File: config.mk
export PLATFORM = sky130hd
export DESIGN_NAME = way_victim_sel
export DESIGN_NICKNAME = d
export VERILOG_FILES = /design/src/rtl/wvs_pkg.sv /design/src/rtl/wvs_rng.sv /design/src/rtl/wvs_lru_table.sv /design/src/rtl/wvs_lfu_table.sv /design/src/rtl/way_victim_sel.sv
export SDC_FILE = /design/constraint.sdc
export NUM_CORES = 1
export LEC_CHECK = 0
export CORE_MARGIN = 4
export CORE_UTILIZATION = 55
export CTS_CLUSTER_SIZE = 30
export DETAILED_ROUTE_END_ITERATION = 8
export GPL_TIMING_DRIVEN = 0
export PLACE_DENSITY = 0.71
export SLEW_MARGIN = 10
export SYNTH_ARGS = -nofsm -noshare
export SYNTH_HDL_FRONTEND = slang
export SYNTH_HIERARCHICAL = 1
export SYNTH_SLANG_ARGS = --single-unit
File: constraint.sdc
create_clock -name clk -period 17.19 [get_ports clk]
set_input_delay 1.719 -clock clk [delete_from_list [all_inputs] [get_ports clk]]
set_output_delay 1.719 -clock clk [all_outputs]
set_load 0.005 [all_outputs]
File: src/rtl/wvs_pkg.sv
package wvs_pkg;

  localparam logic [1:0] POL_RAND = 2'd1;
  localparam logic [1:0] POL_LRU  = 2'd2;
  localparam logic [1:0] POL_LFU  = 2'd3;

  localparam int         RNG_W    = 8;
  localparam logic [RNG_W-1:0] RNG_SEED = 8'hA5;

  // One step of the shift register: taps 8,6,5,4.
  function automatic logic [RNG_W-1:0] rng_step(input logic [RNG_W-1:0] s);
    return {s[RNG_W-2:0], s[7] ^ s[5] ^ s[4] ^ s[3]};
  endfunction

endpackage

File: src/rtl/wvs_rng.sv
module wvs_rng
  import wvs_pkg::*;
#(
  parameter int OUT_W = 2
) (
  input  logic             clk,
  input  logic             rst_n,
  output logic [OUT_W-1:0] rnd
);

  logic [RNG_W-1:0] state_q;

  always_ff @(posedge clk or negedge rst_n) begin
    if (!rst_n) state_q <= RNG_SEED;
    else        state_q <= rng_step(state_q);
  end

  assign rnd = state_q[OUT_W-1:0];

  // the register never locks up at zero
  a_r3_rng_nonzero: assert property (@(posedge clk) disable iff (!rst_n)
    state_q != '0);

endmodule

File: src/rtl/wvs_lru_table.sv
module wvs_lru_table #(
  parameter int SETS  = 4,
  parameter int WAYS  = 4,
  parameter int SET_W = 2,
  parameter int WAY_W = 2
) (
  input  logic             clk,
  input  logic             rst_n,
  input  logic             flush,
  input  logic             upd_en,
  input  logic [SET_W-1:0] set_idx,
  input  logic [WAY_W-1:0] touch_way,
  output logic [WAY_W-1:0] lru_way
);

  localparam int ROW_W = WAYS * WAY_W;

  // Slot 0 is least recent, slot WAYS-1 most recent.
  logic [ROW_W-1:0] order_q [SETS];

  function automatic logic [ROW_W-1:0] ascending_row();
    logic [ROW_W-1:0] r;
    for (int i = 0; i < WAYS; i++) r[i*WAY_W +: WAY_W] = WAY_W'(i);
    return r;
  endfunction

  function automatic logic [ROW_W-1:0] move_back(input logic [ROW_W-1:0] row,
                                                  input logic [WAY_W-1:0] w);
    logic [ROW_W-1:0] r;
    logic             seen;
    seen = 1'b0;
    r    = row;
    for (int i = 0; i < WAYS - 1; i++) begin
      if (row[i*WAY_W +: WAY_W] == w) seen = 1'b1;
      r[i*WAY_W +: WAY_W] = seen ? row[(i+1)*WAY_W +: WAY_W] : row[i*WAY_W +: WAY_W];
    end
    r[(WAYS-1)*WAY_W +: WAY_W] = w;
    return r;
  endfunction

  function automatic logic is_perm(input logic [ROW_W-1:0] row);
    logic ok;
    int   n;
    ok = 1'b1;
    for (int w = 0; w < WAYS; w++) begin
      n = 0;
      for (int i = 0; i < WAYS; i++)
        if (row[i*WAY_W +: WAY_W] == WAY_W'(w)) n++;
      if (n != 1) ok = 1'b0;
    end
    return ok;
  endfunction

  always_ff @(posedge clk or negedge rst_n) begin
    if (!rst_n) begin
      for (int s = 0; s < SETS; s++) order_q[s] <= ascending_row();
    end else if (flush) begin
      for (int s = 0; s < SETS; s++) order_q[s] <= ascending_row();
    end else if (upd_en) begin
      order_q[set_idx] <= move_back(order_q[set_idx], touch_way);
    end
  end

  assign lru_way = order_q[set_idx][WAY_W-1:0];

  // the order of the addressed set is always a permutation of the ways
  a_r4_order_perm: assert property (@(posedge clk) disable iff (!rst_n)
    is_perm(order_q[set_idx]));

endmodule

File: src/rtl/wvs_lfu_table.sv
module wvs_lfu_table #(
  parameter int SETS  = 4,
  parameter int WAYS  = 4,
  parameter int SET_W = 2,
  parameter int WAY_W = 2,
  parameter int CNT_W = 8
) (
  input  logic             clk,
  input  logic             rst_n,
  input  logic             bump_en,
  input  logic [SET_W-1:0] set_idx,
  input  logic [WAY_W-1:0] bump_way,
  output logic [WAY_W-1:0] min_way
);

  localparam int LINES = SETS * WAYS;
  localparam int IDX_W = (LINES > 1) ? $clog2(LINES) : 1;
  localparam logic [CNT_W-1:0] CNT_MAX = '1;

  logic [CNT_W-1:0] cnt_q [LINES];
  logic [IDX_W-1:0] bump_idx;
  logic [IDX_W-1:0] bump_idx_q;
  logic [CNT_W-1:0] best_cnt;

  function automatic logic [IDX_W-1:0] slot(input logic [SET_W-1:0] s, input int w);
    return IDX_W'(int'(s) * WAYS + w);
  endfunction

  // Smallest counter of the set; strict compare keeps the lowest way on ties.
  always_comb begin
    min_way  = '0;
    best_cnt = cnt_q[slot(set_idx, 0)];
    for (int w = 1; w < WAYS; w++) begin
      if (cnt_q[slot(set_idx, w)] < best_cnt) begin
        best_cnt = cnt_q[slot(set_idx, w)];
        min_way  = WAY_W'(w);
      end
    end
  end

  assign bump_idx = slot(set_idx, int'(bump_way));

  always_ff @(posedge clk or negedge rst_n) begin
    if (!rst_n) begin
      for (int i = 0; i < LINES; i++) cnt_q[i] <= '0;
      bump_idx_q <= '0;
    end else begin
      bump_idx_q <= bump_idx;
      if (bump_en && cnt_q[bump_idx] != CNT_MAX)
        cnt_q[bump_idx] <= cnt_q[bump_idx] + 1'b1;
    end
  end

  // a bumped counter is never zero afterwards, so it did not wrap
  a_r6_no_wrap: assert property (@(posedge clk) disable iff (!rst_n)
    bump_en |=> cnt_q[bump_idx_q] != '0);

endmodule

File: src/rtl/way_victim_sel.sv
module way_victim_sel
  import wvs_pkg::*;
#(
  parameter int SETS  = 4,
  parameter int WAYS  = 4,
  parameter int CNT_W = 8,
  localparam int SET_W = (SETS > 1) ? $clog2(SETS) : 1,
  localparam int WAY_W = (WAYS > 1) ? $clog2(WAYS) : 1
) (
  input  logic             clk,
  input  logic             rst_n,
  input  logic [SET_W-1:0] set_idx,
  input  logic [1:0]       policy,
  input  logic             hit_valid,
  input  logic [WAY_W-1:0] hit_way,
  input  logic             victim_req,
  input  logic             flush,
  output logic             victim_valid,
  output logic [WAY_W-1:0] victim_way
);

  // Named events for the assertions
  logic req_fire, hit_fire;
  logic is_lru, is_lfu, is_rand;

  logic [WAY_W-1:0] lru_way, lfu_way, rand_way, hit_way_eff;
  logic [WAY_W-1:0] lru_touch, lfu_touch, choice;
  logic             lru_upd, lfu_upd;

  logic [WAYS-1:0] fresh_q [SETS];
  logic [WAYS-1:0] fresh_row;

  function automatic logic [WAY_W-1:0] first_free(input logic [WAYS-1:0] v);
    logic [WAY_W-1:0] r;
    r = '0;
    for (int i = WAYS - 1; i >= 0; i--) if (v[i]) r = WAY_W'(i);
    return r;
  endfunction

  assign req_fire = victim_req && !flush;
  assign hit_fire = hit_valid && !victim_req && !flush;
  assign is_lru   = (policy == POL_LRU);
  assign is_lfu   = (policy == POL_LFU);
  assign is_rand  = !is_lru && !is_lfu;

  assign fresh_row = fresh_q[set_idx];

  generate
    if (WAYS == 1) begin : g_one_way
      assign rand_way    = '0;
      assign hit_way_eff = '0;
    end else begin : g_many_way
      logic [WAY_W-1:0] rnd;
      wvs_rng #(.OUT_W(WAY_W)) rng_i (.clk(clk), .rst_n(rst_n), .rnd(rnd));
      assign rand_way    = (|fresh_row) ? first_free(fresh_row) : rnd;
      assign hit_way_eff = hit_way;
    end
  endgenerate

  assign lru_upd   = is_lru && (req_fire || hit_fire);
  assign lru_touch = req_fire ? lru_way : hit_way_eff;
  assign lfu_upd   = is_lfu && (req_fire || hit_fire);
  assign lfu_touch = req_fire ? lfu_way : hit_way_eff;

  wvs_lru_table #(.SETS(SETS), .WAYS(WAYS), .SET_W(SET_W), .WAY_W(WAY_W)) lru_i (
    .clk(clk), .rst_n(rst_n), .flush(flush), .upd_en(lru_upd),
    .set_idx(set_idx), .touch_way(lru_touch), .lru_way(lru_way)
  );

  wvs_lfu_table #(.SETS(SETS), .WAYS(WAYS), .SET_W(SET_W), .WAY_W(WAY_W),
                  .CNT_W(CNT_W)) lfu_i (
    .clk(clk), .rst_n(rst_n), .bump_en(lfu_upd), .set_idx(set_idx),
    .bump_way(lfu_touch), .min_way(lfu_way)
  );

  always_comb begin
    if (is_lru)      choice = lru_way;
    else if (is_lfu) choice = lfu_way;
    else             choice = rand_way;
  end

  // Pool of ways not yet allocated under random
  always_ff @(posedge clk or negedge rst_n) begin
    if (!rst_n) begin
      for (int s = 0; s < SETS; s++) fresh_q[s] <= '1;
    end else if (flush) begin
      for (int s = 0; s < SETS; s++) fresh_q[s] <= '1;
    end else if (req_fire && is_rand && (|fresh_row)) begin
      fresh_q[set_idx][rand_way] <= 1'b0;
    end
  end

  always_ff @(posedge clk or negedge rst_n) begin
    if (!rst_n) begin
      victim_valid <= 1'b0;
      victim_way   <= '0;
    end else begin
      victim_valid <= req_fire;
      if (req_fire) victim_way <= choice;
    end
  end

  // an accepted request is answered on the next edge
  a_r9_valid_follows_req: assert property (@(posedge clk) disable iff (!rst_n)
    (victim_req && !flush) |=> victim_valid);

  // the answer is held while no request arrives
  a_r9_way_held: assert property (@(posedge clk) disable iff (!rst_n)
    !victim_req |=> $stable(victim_way));

  // a flush cycle produces no answer
  a_r7_flush_drops_req: assert property (@(posedge clk) disable iff (!rst_n)
    flush |=> !victim_valid);

  generate
    if (WAYS == 1) begin : g_chk_one
      // single way always answers way 0
      a_r10_single_way: assert property (@(posedge clk) disable iff (!rst_n)
        victim_valid |-> victim_way == '0);
    end
  endgenerate

endmodule

# Yosys cells after proc, flatten, opt, wreduce, memory -nomap -nowiden
# Index checks and enable logic that the tools add are counted.
# word_totals
output_inout_bits	3
regBits	187
input_bits	11
wordCells	143
# op_classes
n_mux	61
n_reduce_logical	20
add_sub_neg	5
eq_ne	6
n_lt_le_gt_ge	13
bitwise_logic	11
# op_table
op	count
binary-select mux 8 bit (select 4 bit)	5
bitwise mux 128 bit	1
2-to-1 mux 8 bit	16
2-to-1 mux 32 bit	2
bitwise mux 32 bit	1
demux 8 bit (select 4 bit)	1
2-to-1 mux 16 bit	2
2-to-1 mux 2 bit	14
>= comparator 5 bit, second input constant	5
NOT 4 -> 5 bit	5
less-than comparator 8 bit	3
bitwise AND 16 bit	1
binary-select mux 8 bit (select 2 bit)	1
demux 8 bit (select 2 bit)	1
NOT 16 bit	1
logical AND 1 bit	12
2-to-1 mux 4 bit	3
2-to-1 mux 1 bit	11
adder 4 x 2 -> 4 bit, second input constant	2
adder 8 x 1 -> 8 bit, second input constant	1
binary-select mux 4 bit (select 2 bit)	1
demux 4 bit (select 2 bit)	1
inequality test 8 bit, second input constant	1
equality test 2 bit	3
other kinds (15)	22

# Longest topological paths before layout
# Gate-level depths: netlist of run 1.
# depth
depth_word	19
ltp_mapped	46
depth_no_buf	35

# Cells and area by module
# The synthesis of run 1 kept the hierarchy.
# by_module_without_submodules
mod	area_per_inst_um2	instances	seq_area_each_um2	cells_each
wvs_lfu_table	7231.9	1	3203.1	507
wvs_lru_table	1722.9	1	820.8	145
way_victim_sel	1027.2	1	495.5	99
wvs_rng	246.5	1	205.2	13

# Worst setup path before layout of run 1
# OpenSTA, ideal clock, no wires.
# synth_timing
path_type	input to register
startpoint	in set_idx[0]
endpoint	reg lfu_i/cnt_q[21] in the netlist's numbering
setup_slack_ns	6.823
arrival_time_ns	10.242
setup_time_ns	0.125
stages	44
required_time_ns	17.065
path_buffers	11
path_cell_list	buf_6 > buf_6 > buf_6 > buf_2 > buf_1 > mux4_2 > ha_1 > a21o_1 > a21oi_1 > o2bb2ai_1 > o22ai_2 > clkbuf_1 > nand2_1 > o21ai_0 > inv_1 > ha_1 > a21o_1 > a21oi_1 > (+8 left out) > a21oi_1 > o2111ai_1 > nand3_1 > nand2_1 > nand2_1 > buf_4 > buf_2 > mux4_2 > a22o_1 > nor2_1 > inv_1 > ha_1 > and2_1 > nand3_2 > buf_8 > and3_1 > buf_4 > mux2_2
# synth_via
elab_chain_cells	19
elab_cells_between_ends	42
classes_between	add/sub: 5; order compare: 5; eq/ne: 1; mux: 24; bitwise: 5; reduce/logical: 2
# synth_lines
element	line_no	text
start: declaration	way_victim_sel.sv:12	input logic [SET_W-1:0] set_idx,
adder 4 x 1 -> 4 bit	wvs_lfu_table.sv:26	return IDX_W'(int'(s) * WAYS + w);
NOT 4 -> 5 bit (not written as such)	wvs_lfu_table.sv:34, wvs_lfu_table.sv:35	
binary-select mux 8 bit (select 4 bit)	wvs_lfu_table.sv:34, wvs_lfu_table.sv:35	
2-to-1 mux 8 bit (not written as such) (2 in series)	wvs_lfu_table.sv:34, wvs_lfu_table.sv:35	
less-than comparator 8 bit	wvs_lfu_table.sv:34	if (cnt_q[slot(set_idx, w)] < best_cnt) begin
2-to-1 mux 8 bit	wvs_lfu_table.sv:34	
less-than comparator 8 bit	wvs_lfu_table.sv:34	
2-to-1 mux 8 bit	wvs_lfu_table.sv:34	
(+2 left out)	-	
via lfu_way[0]	way_victim_sel.sv:26	logic [WAY_W-1:0] lru_way, lfu_way, rand_way, hit_way_eff;
(+1 left out)	-	
via lfu_touch[0]	way_victim_sel.sv:27	logic [WAY_W-1:0] lru_touch, lfu_touch, choice;
adder 4 x 2 -> 4 bit *	wvs_lfu_table.sv:26	
NOT 4 -> 5 bit (not written as such) *	wvs_lfu_table.sv:49, wvs_lfu_table.sv:50	
binary-select mux 8 bit (select 4 bit) (tied with other cells)	wvs_lfu_table.sv:49, wvs_lfu_table.sv:50	
2-to-1 mux 8 bit (not written as such) / logical AND 1 bit (equally long branches)	wvs_lfu_table.sv:49, wvs_lfu_table.sv:50	
2-to-1 mux 8 bit, on equally long branches	wvs_lfu_table.sv:49, wvs_lfu_table.sv:50	
adder 8 x 1 -> 8 bit (tied with other cells)	wvs_lfu_table.sv:50	cnt_q[bump_idx] <= cnt_q[bump_idx] + 1'b1;
bitwise mux 128 bit / logical AND 1 bit (equally long branches)	wvs_lfu_table.sv:50, wvs_lfu_table.sv:49	
end signal: indexed assignment	wvs_lfu_table.sv:50	
end: declaration	wvs_lfu_table.sv:20	logic [CNT_W-1:0] cnt_q [LINES];
# The timed path passes the listed nets; every way through them passes the cells marked *. The select of a mux whose other input is x is not followed.
# A chain may end at the register's enable or synchronous reset.

# Worst setup path after layout of run 1
# layout_timing
startpoint	in set_idx[1]
endpoint	reg lfu_i/cnt_q[21] in the netlist's numbering
# The elaborated chain is that of the path after synthesis.

==> results.txt, run 1 <==
After detailed routing, the number of vias per cell comes to 6.53. The commonest non-fill, non-tap cell in the layout was dfrtp_1. The total number of yosys warnings is 6, and the arrival time of data at the critical path endpoint is 13.64 ns. In the layout the commonest cells are dfrtp_1 (151), mux2_2 (80), mux4_2 (55), mux2_1 (49), nand2_1 (39). The critical path contains buffers and inverters numbering 14 combined. The tools report the number of antenna violations at the first check in global routing as 0. The layout cell share with drive strength beyond 1 was 32.8%. The congestion estimate from routability-driven global placement came to 0.935. For the clock skew, the log shows 0.0124 ns.

The critical path start-end classification was primary input to flop. The worst reg-to-reg setup slack is 7.38 ns, and the number of iterations in the first detailed-routing pass is 6. The run gives 1,375 as the number of inserted filler cells in the final layout. The tools report the final sum of negative setup slack as 0 ns. The run gives 6.42% as the met3 global-route usage.

Setup repair after global routing left no endpoint under its margin. The dominant synthesized flop cell is dfrtp_1. Of all flip-flops after synthesis, the portion carrying an async set or reset was 100%.

The later pin in the worst-skew pair is clocked with a latency of 0.44 ns. The logs give 40.9% for the global routing met2 resource utilization and 0 for the number of gates given a new drive strength after cts. Synthesis handed over a netlist of 764 instances. The floorplan has 49 rows.

The worst setup path is captured at a flop. For the wire length of the first global-routing pass, the log shows 40,200 um. Setup violations remaining at the end of the flow were counted as 0.

The tools report the final wirelength as 24,500 um. After clock tree synthesis, the clock-pin slew on the worst setup and hold paths is 0.07 ns. The per-instance average area after synthesis came out at 13.4 um^2. For this run, the total global-route usage over all layers was measured as 25.5%. For the post-route cell area, the log shows 11,300 um^2. The run gives 7,352 as the via count of the first global-routing pass. The final hold violation count is 0, and the period utilization is 77.5%.

The flow ran to the end, and the final reports show no timing, DRC or antenna violations. For this run, global-route usage on met1 was measured as 33.5%. The buffers inserted during post-CTS setup optimization was 0; the maximum frequency from static timing analysis was 75.0 MHz.

The layer flagged by global routing as most heavily used is met2. The x dimension of the die was 144 um. The count of nets left with antenna violations once routing finished came out at 0. The type of the most critical hold path is flop to flop. After the first detailed-routing iteration, the DRC count stood at 509. 14 I/O pins were placed. Number of antenna diodes: 0.

In this run, synthesis inferred 0 flip-flops with an integrated enable. The maximum cell stage delay along the critical path is 0.59 ns, and the starting utilization of the core area is 56.4%. The tools report the sequential cell area fraction in the yosys report as 46.2%. The floorplan step defined a die boundary enclosing 20,800 um^2. The mapped netlist covers 10,200 um^2. The quantity of hold-fixing buffers added after cts is 0, and the post-synthesis to final-layout area growth is 10.2%.

The tools report the depth of the CTS H-tree as 4. STA puts the critical path data required time at 17.50 ns. The placed instances occupy a cell area of 10,700 um^2. The synthesized design contains 187 register bits.

The mean routed wirelength per cell works out to 23.6 um. At the pin with the least slew margin, the transition time is 0.950 ns. The power per cell area works out to 94.8 nW/um^2. Headroom to the max-slew limit came out at 36.6%.

The worst setup path is launched from a primary input. The run gives 2 as the maximum number of buffers from clock root to sink. TritonCTS created 17 clock buffers. For this run, design rule violations remaining after detail routing come to 0. The cell seen most often among critical-path stages was buf_2. Highest net fanout along the worst path: 10. The vertical extent of the die was 144 um; the worst-case vdd ir drop was 0.0000654 V. Grouping stages by cell kind, the critical path spends the most delay in buffers and inverters.

For the half-perimeter wire length after detailed placement, the log shows 17,000 um. CTS placed an instance of clkbuf_16 at the clock tree root. Entering global routing, the biggest net connects 111 pins.

The slowest stage of the critical path is the clkbuf_1 cell. The clock net in this run drives a total of 187 sinks. Counting I/O delays and the setup requirement, the final critical path takes 13.33 ns.

Yosys mapped the design onto 71 distinct sky130hd cell types. Synthesis produced a netlist with a net count of 797. Port buffering added 12 buffers. Number of max-slew violations in the final report: 0. After the last flow step, the layout net total stands at 829. The core region is 18,100 um^2.

The number of vias in the routed layout was 6,773. TritonCTS built the clock tree. The analysis attributes to cell leakage a power of 5.14 nW. For this run the aggregate overflow at the end of global routing stands at 0.

The max capacitance violation total came out at 0.
through the flow:
step                      worst slack, ns  hold slack [ns]  utilization, %  power, mW  cells
final                                3.86            0.356            62.1       1.07   1038
after global routing                 3.41            0.368            62.1       1.11   1038
after CTS                            4.16            0.356            62.1       1.07   1038
after detailed placement             3.75            0.337            58.8      0.674   1006
after global placement               4.02            0.340            58.6      0.665   1005
after floorplan                      6.82            0.333               -      0.612    764
cell usage after synthesis (4+ instances only):
cell	count	area, um^2
dfrtp_1	151	3780
mux2_2	80	901
mux4_2	55	1240
mux2_1	49	552
nand2_1	39	146
nor2_1	37	139
dfstp_2	36	946
ha_1	22	275
a21o_1	21	158
inv_1	21	78.8
clkbuf_1	20	75.1
a21oi_1	19	95.1
buf_2	19	95.1
a22o_1	14	123
nand3_1	12	60.1
and3_1	11	68.8
xnor2_1	11	96.3
nand2b_1	10	62.6
o21ai_0	9	45.0
o22a_1	9	78.8
mux2i_1	8	80.1
nand4_4	8	170
nor2b_1	7	43.8
nor3_1	6	30.0
buf_4	5	37.5
buf_6	5	56.3
mux4_1	5	131
and2_1	4	25.0
nand4_1	4	25.0
o221ai_1	4	35.0
xor2_1	4	35.0
where the power goes:
part	internal (mW)	switching [mW]
Clock	0.208	0.190
Sequential	0.458	0.0132
Combinational	0.0821	0.118
state kept, by name, summed over array words and instances (netlist names):
register                  cells
g_many_way.rng_i/state_q      8
lfu_i/cnt_q                 128
fresh_q                      16
victim_valid                  1
lru_i/order_q                32
victim_way                    2
final timing paths:
kind | start | end | cells after the start
worst min-delay path | g_many_way.rng_i/state_q[6]$_DFF_PN0_ | g_many_way.rng_i/state_q[7]$_DFF_PN1_ | 0
worst max-delay path | set_idx[1] | lfu_i/cnt_q[21]$_DFFE_PN0P_ | 45
worst max register to register | lfu_i/cnt_q[18]$_DFFE_PN0P_ | lfu_i/cnt_q[21]$_DFFE_PN0P_ | 39
max in group asynchronous | rst_n | fresh_q[0]$_DFFE_PN1P_ | 2
worst min register to register | g_many_way.rng_i/state_q[6]$_DFF_PN0_ | g_many_way.rng_i/state_q[7]$_DFF_PN1_ | 0
min in group asynchronous | rst_n | lfu_i/cnt_q[23]$_DFFE_PN0P_ | 1
layout make-up:
class / count / area [um^2] / share of cell area [%]
Tap cell: 229 / 287 / 2.54
Timing Repair Buffer: 13 / 153 / 1.35
Inverter: 21 / 78.8 / 0.700
Multi-Input combinational cell: 504 / 5130 / 45.5
Clock inverter: 15 / 174 / 1.54
Buffer: 52 / 298 / 2.64
Sequential cell: 187 / 4720 / 41.9
Clock buffer: 17 / 425 / 3.78
routing by layer:
layer / part of all wire [%] / vias to the layer above
met5: 0 / -
met4: 3.4 / 0
met3: 6.6 / 68
met2: 47 / 291
met1: 43 / 3480
li1: - / 2934
cell families (layout without fill, tap and decap cells):
kind of cell	count (synthesis)	after routing	synth area share, %
muxes	199	199	28.7
DFF	187	187	46.2
and+or+nand+nor	162	162	9.48
AOI/OAI and AO/OA	104	104	7.68
buffers and inverters	73	118	3.68
adders and majority gates	22	22	2.69
xor gates and xnor gates	17	17	1.60
Note: power is estimated with default switching activity, not from simulation.
==> run 2, diff against run 1 <==
==> constraint.sdc (replaced) <==
create_clock -name clk -period 13.6 [get_ports clk]
set_input_delay 1.36 -clock clk [delete_from_list [all_inputs] [get_ports clk]]
set_output_delay 1.36 -clock clk [all_outputs]
set_load 0.005 [all_outputs]
==> results of run 2 <==
The final DEF is identical to that of run 1. Status: finished clean.
Main changes from that run: setup slack after placement 3.75 ns -> 0.519 ns; setup slack after layout 3.86 ns -> 0.634 ns; register-to-register setup slack 7.38 ns -> 3.79 ns; total power 1.07 mW -> 1.35 mW; worst IR drop on VDD 0.0000654 V -> 0.0000827 V
